--- src/rtl/bitlut_pkg.sv ---
package bitlut_pkg;
  typedef enum logic [1:0] {
    LM_WTERN = 2'd0,
    LM_WBIN  = 2'd1,
    LM_FTERN = 2'd2,
    LM_FBIN  = 2'd3
  } lut_mode_e;

  localparam int TERN_TBL_W = 8;
  localparam int BIN_TBL_W  = 4;
endpackage

--- src/rtl/bitlut_tern.sv ---
module bitlut_tern #(
  parameter int W = 64
) (
  input  logic [W-1:0] in_lo,
  input  logic [W-1:0] in_mid,
  input  logic [W-1:0] in_hi,
  input  logic [7:0]   table8,
  output logic [W-1:0] y
);
  for (genvar i = 0; i < W; i++) begin : g_bit
    assign y[i] = table8[{in_hi[i], in_mid[i], in_lo[i]}];
  end
endmodule

--- src/rtl/bitlut_bin.sv ---
module bitlut_bin #(
  parameter int W = 64
) (
  input  logic [W-1:0] in_lo,
  input  logic [W-1:0] in_hi,
  input  logic [3:0]   table4,
  output logic [W-1:0] y
);
  for (genvar i = 0; i < W; i++) begin : g_bit
    assign y[i] = table4[{in_hi[i], in_lo[i]}];
  end
endmodule

--- src/rtl/bitlut_field.sv ---
module bitlut_field #(
  parameter int FW      = 4,
  parameter bit TERNARY = 1'b1
) (
  input  logic [FW-1:0] fdst,
  input  logic [FW-1:0] fa,
  input  logic [FW-1:0] fb,
  input  logic [7:0]    table8,
  input  logic [FW-1:0] wmask,
  output logic [FW-1:0] y
);
  logic [FW-1:0] raw;

  if (TERNARY) begin : g_tern
    bitlut_tern #(.W(FW)) u_lut (
      .in_lo (fdst),
      .in_mid(fa),
      .in_hi (fb),
      .table8(table8),
      .y     (raw)
    );
  end else begin : g_bin
    logic [7:0] unused_tbl;
    assign unused_tbl = table8;
    bitlut_bin #(.W(FW)) u_lut (
      .in_lo (fdst),
      .in_hi (fa),
      .table4(fb[3:0]),
      .y     (raw)
    );
  end

  assign y = (raw & wmask) | (fdst & ~wmask);
endmodule

--- src/rtl/bitlut_unit.sv ---
module bitlut_unit
  import bitlut_pkg::*;
#(
  parameter int W  = 64,
  parameter int FW = 4
) (
  input  logic         clk,
  input  logic         rst_n,
  input  logic         in_valid,
  input  logic [1:0]   mode,
  input  logic [W-1:0] opa,
  input  logic [W-1:0] opb,
  input  logic [W-1:0] dst,
  input  logic [7:0]   tbl_byte,
  input  logic [7:0]   imm,
  input  logic         nib_hi,
  input  logic [FW-1:0] fmask,
  output logic         out_valid,
  output logic [W-1:0] result,
  output logic         zero_flag
);
  localparam int UPPER_W = W - FW;

  lut_mode_e     mode_e;
  logic [3:0]    nib_tbl;
  logic [W-1:0]  y_tern;
  logic [W-1:0]  y_bin;
  logic [FW-1:0] y_ftern;
  logic [FW-1:0] y_fbin;
  logic [W-1:0]  res_d;
  logic          zero_d;

  logic          valid_q, valid_nxt;
  logic [W-1:0]  res_q, res_nxt;
  logic          zero_q, zero_nxt;

  assign mode_e  = lut_mode_e'(mode);
  assign nib_tbl = nib_hi ? tbl_byte[7:4] : tbl_byte[3:0];

  bitlut_tern #(.W(W)) u_wtern (
    .in_lo (opb),
    .in_mid(opa),
    .in_hi (dst),
    .table8(imm),
    .y     (y_tern)
  );

  bitlut_bin #(.W(W)) u_wbin (
    .in_lo (opb),
    .in_hi (opa),
    .table4(nib_tbl),
    .y     (y_bin)
  );

  bitlut_field #(.FW(FW), .TERNARY(1'b1)) u_ftern (
    .fdst  (dst[FW-1:0]),
    .fa    (opa[FW-1:0]),
    .fb    (opb[FW-1:0]),
    .table8(imm),
    .wmask (fmask),
    .y     (y_ftern)
  );

  bitlut_field #(.FW(FW), .TERNARY(1'b0)) u_fbin (
    .fdst  (dst[FW-1:0]),
    .fa    (opa[FW-1:0]),
    .fb    (opb[FW-1:0]),
    .table8(imm),
    .wmask (fmask),
    .y     (y_fbin)
  );

  always_comb begin
    res_d  = '0;
    zero_d = 1'b0;
    unique case (mode_e)
      LM_WTERN: begin
        res_d  = y_tern;
        zero_d = (y_tern == '0);
      end
      LM_WBIN: begin
        res_d  = y_bin;
        zero_d = (y_bin == '0);
      end
      LM_FTERN: res_d = {{UPPER_W{1'b0}}, y_ftern};
      LM_FBIN:  res_d = {{UPPER_W{1'b0}}, y_fbin};
      default:  res_d = '0;
    endcase
  end

  always_comb begin
    valid_nxt = in_valid;
    res_nxt   = res_q;
    zero_nxt  = zero_q;
    if (in_valid) begin
      res_nxt  = res_d;
      zero_nxt = zero_d;
    end
  end

  always_ff @(posedge clk or negedge rst_n) begin
    if (!rst_n) begin
      valid_q <= 1'b0;
      res_q   <= '0;
      zero_q  <= 1'b0;
    end else begin
      valid_q <= valid_nxt;
      res_q   <= res_nxt;
      zero_q  <= zero_nxt;
    end
  end

  assign out_valid = valid_q;
  assign result    = res_q;
  assign zero_flag = zero_q;
endmodule

--- config.mk ---
export PLATFORM = sky130hd
export DESIGN_NAME = bitlut_unit
export DESIGN_NICKNAME = d
export VERILOG_FILES = /design/src/rtl/bitlut_pkg.sv /design/src/rtl/bitlut_tern.sv /design/src/rtl/bitlut_bin.sv /design/src/rtl/bitlut_field.sv /design/src/rtl/bitlut_unit.sv
export SDC_FILE = /design/constraint.sdc
export NUM_CORES = 1
export LEC_CHECK = 0
export CAP_MARGIN = 20
export CORE_MARGIN = 2
export CORE_UTILIZATION = 35
export CTS_BUF_LIST = sky130_fd_sc_hd__clkbuf_8
export DETAILED_ROUTE_END_ITERATION = 12
export HOLD_SLACK_MARGIN = 0.12
export PLACE_DENSITY = 0.73
export SLEW_MARGIN = 20
export SYNTH_ARGS = -nofsm -noshare
export SYNTH_HDL_FRONTEND = slang
export SYNTH_SLANG_ARGS = --single-unit
--- constraint.sdc ---
create_clock -name clk -period 0.8 [get_ports clk]
set_clock_uncertainty 0.1 [all_clocks]
set_input_delay 0.24 -clock clk [delete_from_list [all_inputs] [get_ports clk]]
set_output_delay 0.24 -clock clk [all_outputs]
set_load 0.01 [all_outputs]
==> summary.txt, run 1 <==
Die
  – Core area: 25800 um2
  – Die ar.: about 27000 um2
  – IO Count: 284
  – Rows: 59
  – Starting Density: between 30% and 40%
  – Chip height: roughly 170 um
  – Die W: ~170 um

Power
  – Clock power frac: between 10% and 20%
  – Combinational power share: around 64%
  – Pint: around 12 mW
  – Max IR drop VDD: between 0.0008 and 0.0009 V
  – Pwr dens: 1100 nW/um2
  – Psw: roughly 7.4 mW
  – Reg power frac: between 20% and 30%
  – Leak pwr: around 7.4 nW
  – Sw Ratio: a little under two fifths

Critical path
  – Worst-path cell chain: buf_12 > buf_6 > mux2i_4 > buf_12 > buf_4 > mux4_2 > nand2_1 > nor4_1 > nand3_1 > nor4_2 > a211o_1
  – Crit Path Class: primary input to flip-flop
  – CP dominant cell by count: buf_12
  – Top Family by Delay on Critical Path: simple AND/OR/NAND/NOR gates
  – Critical Path Start Type: primary input
  – Slowest stage cell, crit path: nor4_1
  – Reg2reg start: result[26]
  – Crit. End Element: flip-flop
  – Critical path origin: nib_hi
  – Worst Path Arrival: 2.46 ns
  – CP max stage delay: ~0.37 ns
  – Critical Path RT: a little over 1 ns
  – Max FO, Critical Path: 25
  – Buffers & Inverters on Critical Path: 4

Layout
  – Area Overhead vs Synth: 91.9%
  – Fin area: between 15000 and 20000 um2
  – Nets: 1556
  – Finished Core Util: between 60% and 70%
  – Share of layout cells above drive strength 1: about two thirds

Synthesis
  – Yosys warns: 0
  – Post-synth top area share: a little under half
  – Cell taking the most area after synthesis: mux4_2
  – Count of cell types in the netlist: 30
  – Cell area after synthesis: ~9100 um2
  – Sequential fraction of the synthesis area: between 10% and 20%
  – Async set-reset flop share out of synthesis: between 90% and 100%
  – Most frequent cells after synthesis: mux4_2, clkbuf_1, mux2i_1
  – Net count after synthesis: between 900 and 1000
  – Syn Inst Count: 728
  – Main synth FF type: dfrtp_1
  – Yosys reg bits: 66
  – Avg Inst Size Synth: 12.5 um2
  – Synth area leaders: mux4_2, dfrtp_1, mux2i_1
  – Count leader, synth: mux4_2
  – Number of flops mapped to enable cells by yosys: 0

GRT
  – Global-route wire length before repair: roughly 75000 um
  – Initial antenna violation count: 2
  – Largest net degree at the start of global routing: 41
  – Vias in the first global route: ~12000
  – Grt total ovfl: 0
  – Overall Global Routing Usage: between 30% and 40%

Timing
  – Period utilization: 278%
  – Max-slew headroom: 74.0%
  – Final Hold Vio Count: 0
  – Fin Setup TNS: -86.85 ns
  – FMAX: roughly 0.45 GHz
  – Slew Limit Fails: 0
  – RSZ-0062 raised after global routing: yes
  – Minimum setup slack in the final design: -1.43 ns
  – Final setup viols: ~130
  – Min Tclk post-route: 2.23 ns
  – Slew @ Worst Pin: 0.389 ns

Placed design
  – # port buffers: about 280
  – Final Wtd Congestion: approximately 0.91
  – HPWL Detailed: 31700 um
  – Area after DPL: around 14000 um2

Clocking
  – CTS clk-pin slew, worst paths: approximately 0.09 ns
  – Skew-Pair Late Insertion Delay: roughly 0.37 ns
  – Sink Count: 66
  – Clk root buf: clkbuf_8
  – CTS max path bufs: 2
  – Htree depth: 3
  – CTS tree: done
  – TritonCTS Buffers: 9

Drt
  – 1st-iter DRT viols: approximately 1800
  – Drt pass-1 iters: 8
  – Routed WL: about 54000 um
  – Routed WL per cell: between 30 and 40 um
  – DRC viols: 0
  – Routed Antenna Nets: 0
  – Via-to-Cell Ratio: 6.89
  – Routed vias: between 10000 and 15000

Outcome
  – Failing checks: negative setup slack
  – Outcome: finished, violations left

Worst hold path
  – Hold Crit Class: primary input to asynchronous set/reset pin

Flow run
  – Maxcap violations: 0
cell type report:
class	instances	area (um2)
fill	1715	8330
multi-input combinational	552	7980
timing repair buffer	707	7260
sequential	66	1650
tap	335	419
clock buffer	10	138
clock inverter	6	41.3
antenna	5	12.5
inverter	2	7.51
power by group through the flow:
stage	Clock (mW)	Combinational, mW	Sequential (mW)
5_1_grt	2.96	12.7	4.01
6_report	2.86	12.4	3.99
2_1_floorplan	0	4.17	4.13
4_1_cts	2.82	11.1	3.96
3_5_place_dp	0	9.30	4.03
3_3_place_gp	0	9.14	4.02
routing by layer:
layer / GRT usage, % / share of wire [%]
met1: 45.6 / 31
met2: 60.3 / 45
met3: 10.3 / 14
met4: 24.8 / 9.4
met5: 0 / 0
cell usage in the layout (no fill, tap or decap), types with 11 or more instances in the layout:
cell and n:
buf_4 283, clkdlybuf4s50_1 96, nand4_1 20, nand2_2 11
bufbuf_16 11, dfrtp_1 66, buf_12 49, clkdlybuf4s15_1 18
a32o_1 25, a21oi_2 17, nand2_1 54, mux2i_1 19
dlygate4sd2_1 69, mux2i_4 31, mux2_4 25, buf_16 13
buf_2 50, nor4_2 11, o2bb2ai_1 27, buf_8 11
nor2_1 23, mux2i_2 20, buf_6 87, mux4_2 203
worst reg2reg max path: stages (launching register included):
cell and delay, ns:
dfrtp_1 0.43, buf_4 0.15, buf_4 0.12, buf_4 0.12, a32o_1 0.20
registers in the layout, summed over array words and instances, names as in the netlist:
register   count
result        64
out_valid      1
zero_flag      1
what timing repair did:
| action | in CTS | in global routing |
|---|---|---|
| pin swaps | 41 | 18 |
| hold buffers | 1 | 0 |
| resized for setup | 732 | 92 |
| hold endpoints to repair | 66 | 0 |
| gates cloned | 39 | 6 |
| setup buffers | 84 | 36 |
| setup endpoints to repair | 131 | 153 |
worst paths after layout:
| check | end | slack, ns | depth (start not counted) |
|---|---|---|---|
| max reg2reg | result[26] | -0.42 | 4 |
| min reg2reg | result[36] | 0.40 | 1 |
| max in group asynchronous | result[54] | 0.06 | 3 |
| max | zero_flag | -1.43 | 11 |
| min | result[1] | 0.15 | 2 |
| min in group clk | result[6] | 0.33 | 4 |
logic make-up after synthesis:
logic type      count (synthesis)  share of synthesized area [%]
mux                           288                           60.3
simple gates                  145                           7.13
compound gates                107                           8.94
flops                          66                           18.1
buf+inv                       122                           5.49
through the flow:
stage	setup slack, ns	total power, mW	hold slack (ns)	std cells
after floorplan	-1.38	8.29	-0.156	728
after global placement	-2.28	13.2	0.0325	1510
after detailed placement	-2.25	13.3	0.0262	1510
after CTS	-1.33	17.9	0.170	1649
after global routing	-1.43	19.7	0.165	1680
final	-1.43	19.2	0.148	1683
(Power assumes the default switching activity.)
==> run 2, diff against run 1 <==
- CELL_PAD_IN_SITES_DETAIL_PLACEMENT: unset -> 1
- CELL_PAD_IN_SITES_GLOBAL_PLACEMENT: unset -> 2
- CORE_UTILIZATION: 35 -> 29
- PLACE_DENSITY: 0.73 -> 0.89
- SETUP_SLACK_MARGIN: unset -> 0.3
==> run 2 against run 1 <==
Net effect:
- the flow finishes with violations (negative hold slack, negative setup slack)
- register-to-register slack worse by 0.04 ns
- sequential cell count unchanged
- die area up 20%
- via count up 16%
- routed wire length up 45%
- critical path depth up 2
- worst setup slack worse by 0.66 ns
- global-route usage up 4.0 points
- non-clock buffer count up 74
- cell count up 8.4%
- critical path type unchanged
- critical endpoint unchanged
- largest power group unchanged
==> summary.txt, run 2 (synthesis results as in run 1) <==
Placed design
  – HPWL Detailed: slightly below 40000 um
  – Final Wtd Congestion: between 0.9 and 1
  – Placed insts: between 1500 and 2000
  – Worst slack at placement: -2.59 ns
  – Area after DPL: about 15000 um2
  – # port buffers: about 280

GRT
  – Overall Global Routing Usage: 42.0%
  – Global-route wire length before repair: a little under 100000 um
  – Vias in the first global route: 13600
  – Initial antenna violation count: 9
  – Largest net degree at the start of global routing: 62
  – Grt total ovfl: 0

Drt
  – Routed Antenna Nets: 0
  – Routed WL: ~78000 um
  – Routed WL per cell: around 43 um
  – Routed vias: between 10000 and 15000
  – DRC viols: 0
  – Drt pass-1 iters: 6
  – Via-to-Cell Ratio: around 7.4
  – 1st-iter DRT viols: 2218

Die
  – Chip height: 181 um
  – IO Count: about 280
  – Starting Density: around 30%
  – Die ar.: approximately 33000 um2
  – Rows: between 60 and 70
  – Core area: about 30000 um2
  – Die W: about 180 um

Layout
  – Commonest non-fill, non-tap cell in the layout: buf_4
  – Layout Cells excl Fill: 1824
  – Nets: between 1500 and 2000
  – Share of layout cells above drive strength 1: 69.9%
  – Fin area: between 15000 and 20000 um2
  – Area Overhead vs Synth: 96.3%
  – Multi-input gate area: roughly 8000 um2
  – Largest register FFs: 64
  – Fillers: between 3000 and 4000
  – FF+latch area: about 1700 um2
  – Most frequent cells in the layout: buf_4, mux4_2, buf_6

Timing
  – RSZ-0062 raised after global routing: yes
  – Min Tclk post-route: 2.89 ns
  – Hold slack: -0.391 ns
  – Period utilization: 361%
  – FMAX: 0.346 GHz
  – Final setup viols: 131
  – Final Hold Vio Count: 66
  – Minimum setup slack in the final design: -2.09 ns
  – Max-slew headroom: between 50 and 60%
  – Slew Limit Fails: 0
  – Slew @ Worst Pin: 0.627 ns

Clocking
  – Clk root buf: clkbuf_8
  – CTS tree: done
  – CTS max path bufs: 2
  – CTS clk-pin slew, worst paths: ~0.11 ns
  – Htree depth: 3
  – TritonCTS Buffers: 9
  – Skew-Pair Late Insertion Delay: 0.39 ns
  – Sink Count: 66

Flow run
  – Maxcap violations: 0

Power
  – Leak pwr: about 7.6 nW
  – Max IR drop VDD: between 0.0008 and 0.0009 V
  – Pwr dens: between 1000 and 1500 nW/um2
  – Power Total: approximately 22 mW

Worst hold path
  – Hold Crit Class: primary input to asynchronous set/reset pin

Critical path
  – Max FO, Critical Path: 8
  – Critical Path RT: about 1.1 ns
  – Crit. End Element: flip-flop
  – Worst Path Arrival: 3.14 ns
  – Critical Path Start Type: primary input
  – Crit Path Class: primary input to flip-flop

Outcome
  – Failing checks: negative hold slack, negative setup slack
  – Outcome: finished, violations left
==> run 2: changes by cell type in the layout (fill, tap and decap cells not counted), sizes merged <==
cell           before  now
buf               493  579
clkdlybuf4s15      22   14
clkdlybuf4s50      96  104
dlygate4sd2        69   62
diode               5   11
bufbuf             11    8
clkbuf             19   17
clkinv              3    5
dlygate4sd3         1    0
inv                 2    1
==> run 2: final timing paths <==
kind / startpoint / to / slack [ns] / depth (start not counted)
max reg2reg: result[29] / result[29] / -0.46 / 4
min in group clk: in_valid / out_valid / 0.22 / 3
min: rst_n / result[28] / -0.39 / 1
max in group asynchronous: rst_n / result[25] / 0.51 / 2
max: nib_hi / zero_flag / -2.09 / 13
min reg2reg: result[47] / result[47] / 0.44 / 1
==> run 2: through the flow <==
stage / utilization, % / TNS, ns
6_report: 58.2 / -103.70
3_5_place_dp: 48.3 / -139.53
5_1_grt: 58.2 / -103.53
3_3_place_gp: 48.3 / -134.79
2_1_floorplan: - / -58.60
4_1_cts: 55.6 / -90.62
==> run 2: per-layer routing <==
layer / up-vias / share of wire [%] / wire length, um / track usage, %
met1: 6472 / 31 / 23700 / 45.7
li1: 4491 / - / - / -
met5: - / 0.096 / 75 / 1.19
met3: 720 / 15 / 11800 / 16.1
met2: 1745 / 42 / 33000 / 64.9
met4: 6 / 12 / 9110 / 35.0
==> run 2: timing repair <==
item,4_1_cts,5_1_grt
hold endpoints to repair,66,66
setup buffers,87,51
gates resized for setup,734,113
pin swaps,41,23
cloned,26,0
setup endpoints to repair,132,131
==> run 2: worst max-delay path, stage by stage <==
cell and delay [ns]:
buf_6 0.08, buf_12 0.12, buf_12 0.14, mux2i_4 0.32
buf_6 0.22, buf_16 0.15, buf_6 0.12, mux4_2 0.31
nand4_1 0.20, nor4_1 0.53, nand3_1 0.21, nor4_2 0.32
a211o_1 0.16
==> run 2: power breakdown <==
part	internal, mW	switching, mW
registers	3.70	0.331
clock network	1.12	1.84
logic	7.51	7.14
total	12.3	9.32
==> run 2: cell type report <==
class | count | area share, %
clock buffers | 9 | 0.692
diodes | 11 | 0.154
flip-flops and latches | 66 | 9.22
multi-input cells | 552 | 44.8
repair buffers | 781 | 42.0
well taps | 396 | 2.77
clock inverters | 7 | 0.259
inverters | 2 | 0.0419
